**config.mk**
```make
export PLATFORM = sky130hd
export DESIGN_NAME = lbdr_route
export DESIGN_NICKNAME = d
export VERILOG_FILES = /design/src/rtl/lbdr_pkg.sv /design/src/rtl/lbdr_cfg_regs.sv /design/src/rtl/lbdr_unicast.sv /design/src/rtl/lbdr_bcast.sv /design/src/rtl/lbdr_route.sv
export SDC_FILE = /design/constraint.sdc
export NUM_CORES = 1
export LEC_CHECK = 0
export BUFFER_PORTS_ARGS = -buffer_cell sky130_fd_sc_hd__buf_2
export CAP_MARGIN = 20
export CORE_MARGIN = 3
export CORE_UTILIZATION = 43
export CTS_CLUSTER_DIAMETER = 40
export DETAILED_ROUTE_END_ITERATION = 7
export PLACE_DENSITY = 0.75
export SLEW_MARGIN = 30
export SYNTH_ARGS = -nofsm -noshare
export SYNTH_HDL_FRONTEND = slang
export SYNTH_SLANG_ARGS = --single-unit
```
**constraint.sdc**
```tcl
create_clock -name clk_i -period 1 [get_ports clk_i]
set_input_delay 0.1 -clock clk_i [delete_from_list [all_inputs] [get_ports clk_i]]
set_output_delay 0.1 -clock clk_i [all_outputs]
set_load 0.01 [all_outputs]
```
**src/rtl/lbdr_pkg.sv**
```systemverilog
package lbdr_pkg;
  localparam int NUM_DIR = 4;
  localparam int CFG_W   = 8;
  localparam int ADDR_W  = 3;
  localparam int NUM_OUT = NUM_DIR + 1;

  // field positions inside a port register
  localparam int CONN_BIT  = 0;
  localparam int TURN_A    = 1;
  localparam int TURN_B    = 2;
  localparam int TREE_BIT  = 3;

  typedef enum logic [2:0] {
    DIR_N = 3'd0,
    DIR_E = 3'd1,
    DIR_S = 3'd2,
    DIR_W = 3'd3,
    DIR_L = 3'd4
  } dir_e;

  // X-then-Y defaults: vertical ports forbid turns, horizontal allow both
  function automatic logic [CFG_W-1:0] rst_cfg(int d);
    return (d == int'(DIR_E) || d == int'(DIR_W)) ? 8'h0F : 8'h09;
  endfunction
endpackage

```
**src/rtl/lbdr_cfg_regs.sv**
```systemverilog
module lbdr_cfg_regs
  import lbdr_pkg::*;
(
  input  logic                               clk_i,
  input  logic                               rst_ni,
  input  logic                               we_i,
  input  logic [ADDR_W-1:0]                  addr_i,
  input  logic [CFG_W-1:0]                   data_i,
  output logic [NUM_DIR-1:0][CFG_W-1:0]      cfg_o
);
  for (genvar k = 0; k < NUM_DIR; k++) begin : g_reg
    logic hit;
    assign hit = we_i && (addr_i == ADDR_W'(k));

    always_ff @(posedge clk_i or negedge rst_ni) begin
      if (!rst_ni)  cfg_o[k] <= rst_cfg(k);
      else if (hit) cfg_o[k] <= data_i;
    end


    wr_load_chk: assert property (@(posedge clk_i) disable iff (!rst_ni)
      (we_i && addr_i == ADDR_W'(k)) |=> (cfg_o[k] == $past(data_i)));

    wr_hold_chk: assert property (@(posedge clk_i) disable iff (!rst_ni)
      !(we_i && addr_i == ADDR_W'(k)) |=> $stable(cfg_o[k]));
  end
endmodule

```
**src/rtl/lbdr_unicast.sv**
```systemverilog
module lbdr_unicast
  import lbdr_pkg::*;
#(
  parameter int OFS_W = 4
) (
  input  logic signed [OFS_W-1:0] dx_i,
  input  logic signed [OFS_W-1:0] dy_i,
  input  logic [NUM_DIR-1:0]      conn_i,
  input  logic [NUM_DIR-1:0]      turn_a_i,
  input  logic [NUM_DIR-1:0]      turn_b_i,
  output logic [NUM_OUT-1:0]      sel_o
);
  logic go_n, go_e, go_s, go_w, no_x, no_y;
  logic [NUM_DIR-1:0] elig;

  assign go_e = dx_i > 0;
  assign go_w = dx_i < 0;
  assign go_n = dy_i > 0;
  assign go_s = dy_i < 0;
  assign no_x = !go_e && !go_w;
  assign no_y = !go_n && !go_s;

  // turn_a: east for vertical ports, north for horizontal ports
  assign elig[DIR_N] = conn_i[DIR_N] && go_n &&
         (no_x || (go_e && turn_a_i[DIR_N]) || (go_w && turn_b_i[DIR_N]));
  assign elig[DIR_S] = conn_i[DIR_S] && go_s &&
         (no_x || (go_e && turn_a_i[DIR_S]) || (go_w && turn_b_i[DIR_S]));
  assign elig[DIR_E] = conn_i[DIR_E] && go_e &&
         (no_y || (go_n && turn_a_i[DIR_E]) || (go_s && turn_b_i[DIR_E]));
  assign elig[DIR_W] = conn_i[DIR_W] && go_w &&
         (no_y || (go_n && turn_a_i[DIR_W]) || (go_s && turn_b_i[DIR_W]));

  always_comb begin
    sel_o = '0;
    if (no_x && no_y)      sel_o[DIR_L] = 1'b1;
    else if (elig[DIR_E])  sel_o[DIR_E] = 1'b1;
    else if (elig[DIR_W])  sel_o[DIR_W] = 1'b1;
    else if (elig[DIR_N])  sel_o[DIR_N] = 1'b1;
    else if (elig[DIR_S])  sel_o[DIR_S] = 1'b1;
  end
endmodule

```
**src/rtl/lbdr_bcast.sv**
```systemverilog
module lbdr_bcast
  import lbdr_pkg::*;
(
  input  logic [NUM_DIR-1:0] conn_i,
  input  logic [NUM_DIR-1:0] tree_i,
  input  logic [2:0]         in_port_i,
  output logic [NUM_OUT-1:0] sel_o
);
  logic [NUM_DIR-1:0] from_mask;

  for (genvar k = 0; k < NUM_DIR; k++) begin : g_from
    assign from_mask[k] = (in_port_i == 3'(k));
  end

  assign sel_o = {1'b1, conn_i & tree_i & ~from_mask};
endmodule

```
**src/rtl/lbdr_route.sv**
```systemverilog
module lbdr_route
  import lbdr_pkg::*;
#(
  parameter int OFS_W = 4
) (
  input  logic                    clk_i,
  input  logic                    rst_ni,
  input  logic                    cfg_we_i,
  input  logic [2:0]              cfg_addr_i,
  input  logic [7:0]              cfg_data_i,
  input  logic signed [OFS_W-1:0] dx_i,
  input  logic signed [OFS_W-1:0] dy_i,
  input  logic                    bcast_i,
  input  logic [2:0]              in_port_i,
  output logic [4:0]              port_sel_o
);
  logic [NUM_DIR-1:0][CFG_W-1:0] cfg;
  logic [NUM_DIR-1:0] conn, turn_a, turn_b, tree;
  logic [NUM_OUT-1:0] uni_sel, bc_sel;

  lbdr_cfg_regs u_regs (
    .clk_i  (clk_i),
    .rst_ni (rst_ni),
    .we_i   (cfg_we_i),
    .addr_i (cfg_addr_i),
    .data_i (cfg_data_i),
    .cfg_o  (cfg)
  );

  for (genvar k = 0; k < NUM_DIR; k++) begin : g_fields
    assign conn[k]   = cfg[k][CONN_BIT];
    assign turn_a[k] = cfg[k][TURN_A];
    assign turn_b[k] = cfg[k][TURN_B];
    assign tree[k]   = cfg[k][TREE_BIT];
  end

  lbdr_unicast #(.OFS_W(OFS_W)) u_uni (
    .dx_i     (dx_i),
    .dy_i     (dy_i),
    .conn_i   (conn),
    .turn_a_i (turn_a),
    .turn_b_i (turn_b),
    .sel_o    (uni_sel)
  );

  lbdr_bcast u_bc (
    .conn_i    (conn),
    .tree_i    (tree),
    .in_port_i (in_port_i),
    .sel_o     (bc_sel)
  );

  assign port_sel_o = bcast_i ? bc_sel : uni_sel;


  dead_link_chk: assert property (@(posedge clk_i) disable iff (!rst_ni)
    (port_sel_o[3:0] & ~conn) == '0);

  uni_onehot_chk: assert property (@(posedge clk_i) disable iff (!rst_ni)
    !bcast_i |-> $onehot0(port_sel_o));

  arrive_chk: assert property (@(posedge clk_i) disable iff (!rst_ni)
    (!bcast_i && dx_i == 0 && dy_i == 0) |-> port_sel_o == 5'b10000);

  productive_chk: assert property (@(posedge clk_i) disable iff (!rst_ni)
    !bcast_i |-> ((!port_sel_o[DIR_E] || dx_i > 0) && (!port_sel_o[DIR_W] || dx_i < 0) &&
                  (!port_sel_o[DIR_N] || dy_i > 0) && (!port_sel_o[DIR_S] || dy_i < 0)));

  bc_local_chk: assert property (@(posedge clk_i) disable iff (!rst_ni)
    bcast_i |-> port_sel_o[DIR_L]);

  bc_no_echo_chk: assert property (@(posedge clk_i) disable iff (!rst_ni)
    (bcast_i && in_port_i < 3'd4) |-> !port_sel_o[in_port_i]);
endmodule

```
# After elaboration in Yosys (flattened, before gate mapping)

Index checks and enable logic that the tools add are counted.

Reduce and logical (&&, ||, !) cells: 37
Equal/unequal tests: 6
$lt $le $gt $ge: 4
Multiplexer cells: 12
Bitwise gates (word level): 3

Operator list:

| kind                                                                 | count |
|---|---|
| 1-bit logical AND                                                    | 23 |
| 3-bit by 2-bit == test with 1-bit output, second input constant      | 4 |
| 1-bit two-way mux                                                    | 9 |
| 4-bit AND                                                            | 2 |
| 4-bit by 1-bit > comparator with 1-bit output, second input constant | 2 |
| 1-bit logical OR                                                     | 8 |
| 4-bit by 1-bit < comparator with 1-bit output, second input constant | 2 |
| 3-bit by 1-bit == test with 1-bit output, second input constant      | 2 |
| 3-bit logical NOT                                                    | 2 |
| 5-bit two-way mux                                                    | 1 |
| 1-bit logical NOT                                                    | 4 |
| 4-bit two-way mux                                                    | 1 |
| 4-bit NOT                                                            | 1 |
| 2-bit two-way mux                                                    | 1 |

Output and inout port bits: 5
Word-level logic and storage cells: 66
Bits of input ports: 26
Register bits: 16

# Longest topological paths before layout

Word-level depth: 12
Mapped depth: 4
Gate-level depth less buffers: 4

# By module

A second synthesis with hierarchy kept.

Cells, all modules: 105
Area total of the unflattened synthesis: 1527.7 um2

Modules (own cells, without submodules):

| module        | area each (um2) | seq. area each (um2) | cells each | instances |
|---|---|---|---|---|
| lbdr_cfg_regs | 1238.7          | 815.8                | 70         | 1 |
| lbdr_unicast  | 172.7           | 0.0                  | 22         | 1 |
| lbdr_bcast    | 60.1            | 0.0                  | 8          | 1 |
| lbdr_route    | 56.3            | 0.0                  | 5          | 1 |

# Least setup slack after synthesis

Ideal clock, no wire load.

Path type: flip-flop to output port
From: register u_regs.cfg_o[8] (netlist name)
To: output port port_sel_o[1]
Slack: -0.174 ns
Cell stages (with the launch flop): 4
Arrival time: 1.074 ns
Path buffers: 0
Required time: 0.900 ns
Cell sequence: dfstp_2 -> nor2b_1 -> o2111ai_1 -> o21ai_0

Longest elaborated chain between the ends: 5
Elaborated cells between the ends (all ways): 7
Classes of those cells: mux: 3; bitwise: 2; reduce/logical: 2

Ends and longest elaborated chain:

| element                         | line                | RTL |
|---|---|---|
| start, declared                 | lbdr_cfg_regs.sv:9  | `output logic [NUM_DIR-1:0][CFG_W-1:0] cfg_o` |
| start signal, assigned by index | lbdr_cfg_regs.sv:16 | `if (!rst_ni) cfg_o[k] <= rst_cfg(k);` |
| start signal, assigned by index | lbdr_cfg_regs.sv:17 | `else if (hit) cfg_o[k] <= data_i;` |
| 1-bit logical AND (2 in series) | lbdr_unicast.sv:28  | `assign elig[DIR_E] = conn_i[DIR_E] && go_e &&` |
| 1-bit two-way mux               | lbdr_unicast.sv:36  | `else if (elig[DIR_E]) sel_o[DIR_E] = 1'b1;` |
| 4-bit two-way mux               | lbdr_unicast.sv:35  | `if (no_x && no_y) sel_o[DIR_L] = 1'b1;` |
| 5-bit two-way mux *             | lbdr_route.sv:53    | `assign port_sel_o = bcast_i ? bc_sel : uni_sel;` |
| end, declared                   | lbdr_route.sv:15    | `output logic [4:0] port_sel_o` |

Mark *: on every way between the ends. The rest lies on a longest branch, timed or not.

# Worst setup path after layout

From: register u_regs.cfg_o[25] (netlist name)
To: output port port_sel_o[0]

Longest elaborated chain between the ends: 8

Ends and longest elaborated chain:

| element                        | line               | RTL |
|---|---|---|
| 1-bit logical AND              | lbdr_unicast.sv:31 | `(no_y \|\| (go_n && turn_a_i[DIR_W]) \|\| (go_s && turn_b_i[DIR_W]));` |
| 1-bit logical OR (2 in series) | lbdr_unicast.sv:31 |  |
| 1-bit logical AND              | lbdr_unicast.sv:30 | `assign elig[DIR_W] = conn_i[DIR_W] && go_w &&` |
| 1-bit two-way mux              | lbdr_unicast.sv:37 | `else if (elig[DIR_W]) sel_o[DIR_W] = 1'b1;` |
| 1-bit two-way mux              | lbdr_unicast.sv:36 |  |
| 4-bit two-way mux              | lbdr_unicast.sv:35 |  |
| 5-bit two-way mux              | lbdr_route.sv:53   |  |

Every way passes these cells.

==> run_results.csv <==
group,metric,value,unit
place,routabilityCongestion,0.825,
die,die_w,51.3,um
setup_path,path_cells,"or2_1, o2111ai_2, o311ai_1, o22ai_2, buf_2",
yosys,synthCells,71,
die,core,1820,sq um
die,boundaryPins,31,
die,dieArea,2630,sq um
power_and_ir_drop,powerDensity,1480,nW/um^2
clock_network,cts_buffers,3,
clock_network,cts_tree,"yes",
place,dp.cells,132,
detailed_routing,postRouteAntennaNets,0,
layout,fill_cells,154,
outcome,violations,"setup timing",
power_and_ir_drop,leakage,0.512,nW
layout,layout_common_cells,"buf_2, mux2_2, dfstp_2",
setup_path,r2r_end,"u_regs.cfg_o[24]$_DFFE_PN1P_",
timing,period_needed,1.60,ns
setup_path,start_kind,"flop",
timing,worst_slew_pin_slew,0.366,ns
outcome,status,"finished, violations left",
detailed_routing,wire_per_inst,14.8,um
grt,grt_pass1_wl,3310,um
yosys,synthTopCellsByArea,"dfstp_2, mux2_2, dfrtp_1",
yosys,ys_ff_latch,16,
yosys,avgSynthCellArea,12.4,sq um
run,maxCapViolations,0,
power_and_ir_drop,p_sw_share,26.7,%
grt,grt_pass1_vias,716,
layout,top_regs,"u_regs.cfg_o: 16 flops",
grt,antenna_found_initial,0,
worst_hold_path,worstHoldStart,"cfg_data_i[2]",
yosys,ys_seq_area_share,47.1,%
clock_network,cts_max_level,1,
power_and_ir_drop,clkPwrFrac,18.0,%
yosys,ys_warn_count,0,
layout,largest_reg_flops,16,
timing,rsz0062_at_grt,"true",
power_and_ir_drop,comb_power_share,28.1,%
grt,gr-total-overflow,0,
detailed_routing,vias,740,
setup_path,setup.worst_path.end_class,"output pin",
yosys,yosysTopAreaCellShare,35.7,%
detailed_routing,drc_errors,0,
die,num_rows,15,
setup_path,cp_slowest_stage_delay,0.37,ns
worst_hold_path,worst_hold_path.endpoint,"u_regs.cfg_o[2]$_DFFE_PN0P_",
detailed_routing,wl,2010,um
setup_path,worstReg2RegStart,"u_regs.cfg_o[24]$_DFFE_PN1P_",
detailed_routing,post_drt_via_cell_ratio,5.44,
yosys,synth_nets,97,
place,hpwlAfterDp,1620,um
power_and_ir_drop,power_switching,0.000473,W
clock_network,clkLatencyLatePin,0.28,ns
grt,grt_usage,17.0,%
worst_hold_path,min_path_type,"primary input to flop",
clock_network,clock_path_buffers,2,
clock_network,root_buffer,"clkbuf_4",
die,initial_core_util,48.5,%
setup_path,cpMaxStageDelayCell,"dfstp_2",
timing,fin_skew,0,ns
die,die_h,51.3,um
power_and_ir_drop,vdd_drop_max,0.000912,V
yosys,yosys.area.top_type,"dfstp_2",
layout,drive_gt1_share,72.1,%
layout,final_common_cell,"buf_2",
layout,antenna_cells,0,
setup_path,arrival,1.50,ns
setup_path,path_class,"flop to output pin",
timing,final.setup.worst_slack,-0.600,ns
power_and_ir_drop,total_power,0.00177,W
clock_network,clock-sinks,16,
layout,regMostFlops,"u_regs.cfg_o",
layout,fin_nets,139,
timing,setup_violations,5,
setup_path,reg2reg_slack,0.16,ns
power_and_ir_drop,intPower,0.00130,W
detailed_routing,first_iter_violations,14,
grt,grt_max_degree,17,
layout,area_delta_synth_final,36.3,%
timing,finalHoldViolCount,0,
yosys,netlist_area,882,sq um
setup_path,worst_r2r_path_depth,2,
setup_path,path_max_fanout,3,
detailed_routing,dr.pass1.iters,4,
place,portBuffers,26,
timing,slew_violations,0,
power_and_ir_drop,pwr-share-seq,53.9,%
timing,slew_headroom,75.5,%
yosys,synth_cell_types,30,
worst_hold_path,hold_depth,2,
timing,finalCritPeriodShare,160,%
clock_network,path_clk_slew,0.08,ns
timing,fmax,625,MHz
layout,instances_no_fill,136,
setup_path,required,0.90,ns
[worst max path at each step]
stage	startpoint	to	cells after the start	slack (ns)
after floorplan	u_regs.cfg_o[25]$_DFFE_PN1P_	port_sel_o[2]	4	-0.15
after global placement	u_regs.cfg_o[25]$_DFFE_PN1P_	port_sel_o[0]	5	-0.28
after detailed placement	u_regs.cfg_o[25]$_DFFE_PN1P_	port_sel_o[0]	5	-0.30
after CTS	u_regs.cfg_o[25]$_DFFE_PN1P_	port_sel_o[0]	5	-0.62
after global routing	u_regs.cfg_o[25]$_DFFE_PN1P_	port_sel_o[0]	5	-0.72
final	u_regs.cfg_o[25]$_DFFE_PN1P_	port_sel_o[0]	5	-0.60
[timing repair]
action | in CTS | in global routing
resized for setup | 8 | 1
pin swaps | 3 | 5
buffers inserted | 0 | 0
cloned | 0 | 0
endpoints found under the setup margin | 5 | 5
endpoints found under the hold margin | 16 | 0
hold buffers | 1 | 0
[logic make-up (layout without fill, tap and decap cells)]
kind of cell | count (synthesis) | in the layout | synth area share (%)
buffers and inverters | 1 | 41 | 0.425
flip-flops | 16 | 16 | 47.1
multiplexers | 16 | 16 | 20.4
AND/OR/NAND/NOR | 29 | 29 | 24.0
AO/OA/AOI/OAI | 9 | 9 | 8.08
[synth_stat cells]
cell type  instances
nor2_1             4
and4bb_1           1
o2111ai_2          1
nand4_1            4
nor3_4             1
o21ai_1            2
nand2_1            2
and4bb_2           1
nor4b_1            1
a21oi_1            1
or2_0              1
nand3b_1           1
nand4b_1           1
o21ai_0            1
mux2_2            16
nor4b_4            1
or3_1              1
nor3_1             2
dfstp_2           12
nor2b_1            3
or2_1              1
dfrtp_1            4
o311ai_1           1
a31oi_1            1
nand3_1            1
o22ai_2            1
o2111ai_1          1
nand2_2            1
or2b_1             2
inv_1              1
[stage by stage]
| stage | TNS, ns | utilization (%) | setup WS, ns | area (sq um) | hold slack [ns] |
|---|---|---|---|---|---|
| after detailed placement | -2.14 | 62.2 | -0.299 | 1130 | 0.0211 |
| final | -2.23 | 66.0 | -0.600 | 1200 | 0.0891 |
| after global placement | -1.91 | 62.2 | -0.284 | 1130 | 0.0151 |
| after floorplan | -0.538 | - | -0.152 | 896 | -0.196 |
| after CTS | -2.30 | 66.0 | -0.616 | 1200 | 0.0875 |
| after global routing | -2.72 | 66.0 | -0.723 | 1200 | 0.0879 |
[layout make-up]
class / count / area, sq um / area share [%]
Multi-Input combinational cell: 54 / 495 / 41.2
Inverter: 1 / 3.75 / 0.312
Timing Repair Buffer: 37 / 234 / 19.5
Sequential cell: 16 / 415 / 34.5
Tap cell: 25 / 31.3 / 2.60
Clock buffer: 3 / 22.5 / 1.87
[power by group through the flow]
stage          combinational, W  sequential [W]  clock [W]
2_1_floorplan          0.000270        0.000931          0
3_3_place_gp           0.000464        0.000958          0
3_5_place_dp           0.000481        0.000963          0
4_1_cts                0.000505        0.000952   0.000330
5_1_grt                0.000549        0.000970   0.000365
6_report               0.000499        0.000956   0.000320
[per-layer routing]
metal	vias up	track usage [%]	wire length (um)
met5	-	0	0
met4	0	6.55	27
met3	4	2.92	108
met2	23	28.3	965
met1	360	22.0	905
li1	353	-	-
[worst max-delay path, delay by kind of cell, from the launching register on]
family	cells	cell delay, ns
flops	1	0.37
compound gates	3	0.50
buf+inv	1	0.15
simple gates	1	0.21
No activity file was read; power rests on OpenSTA's default activity.
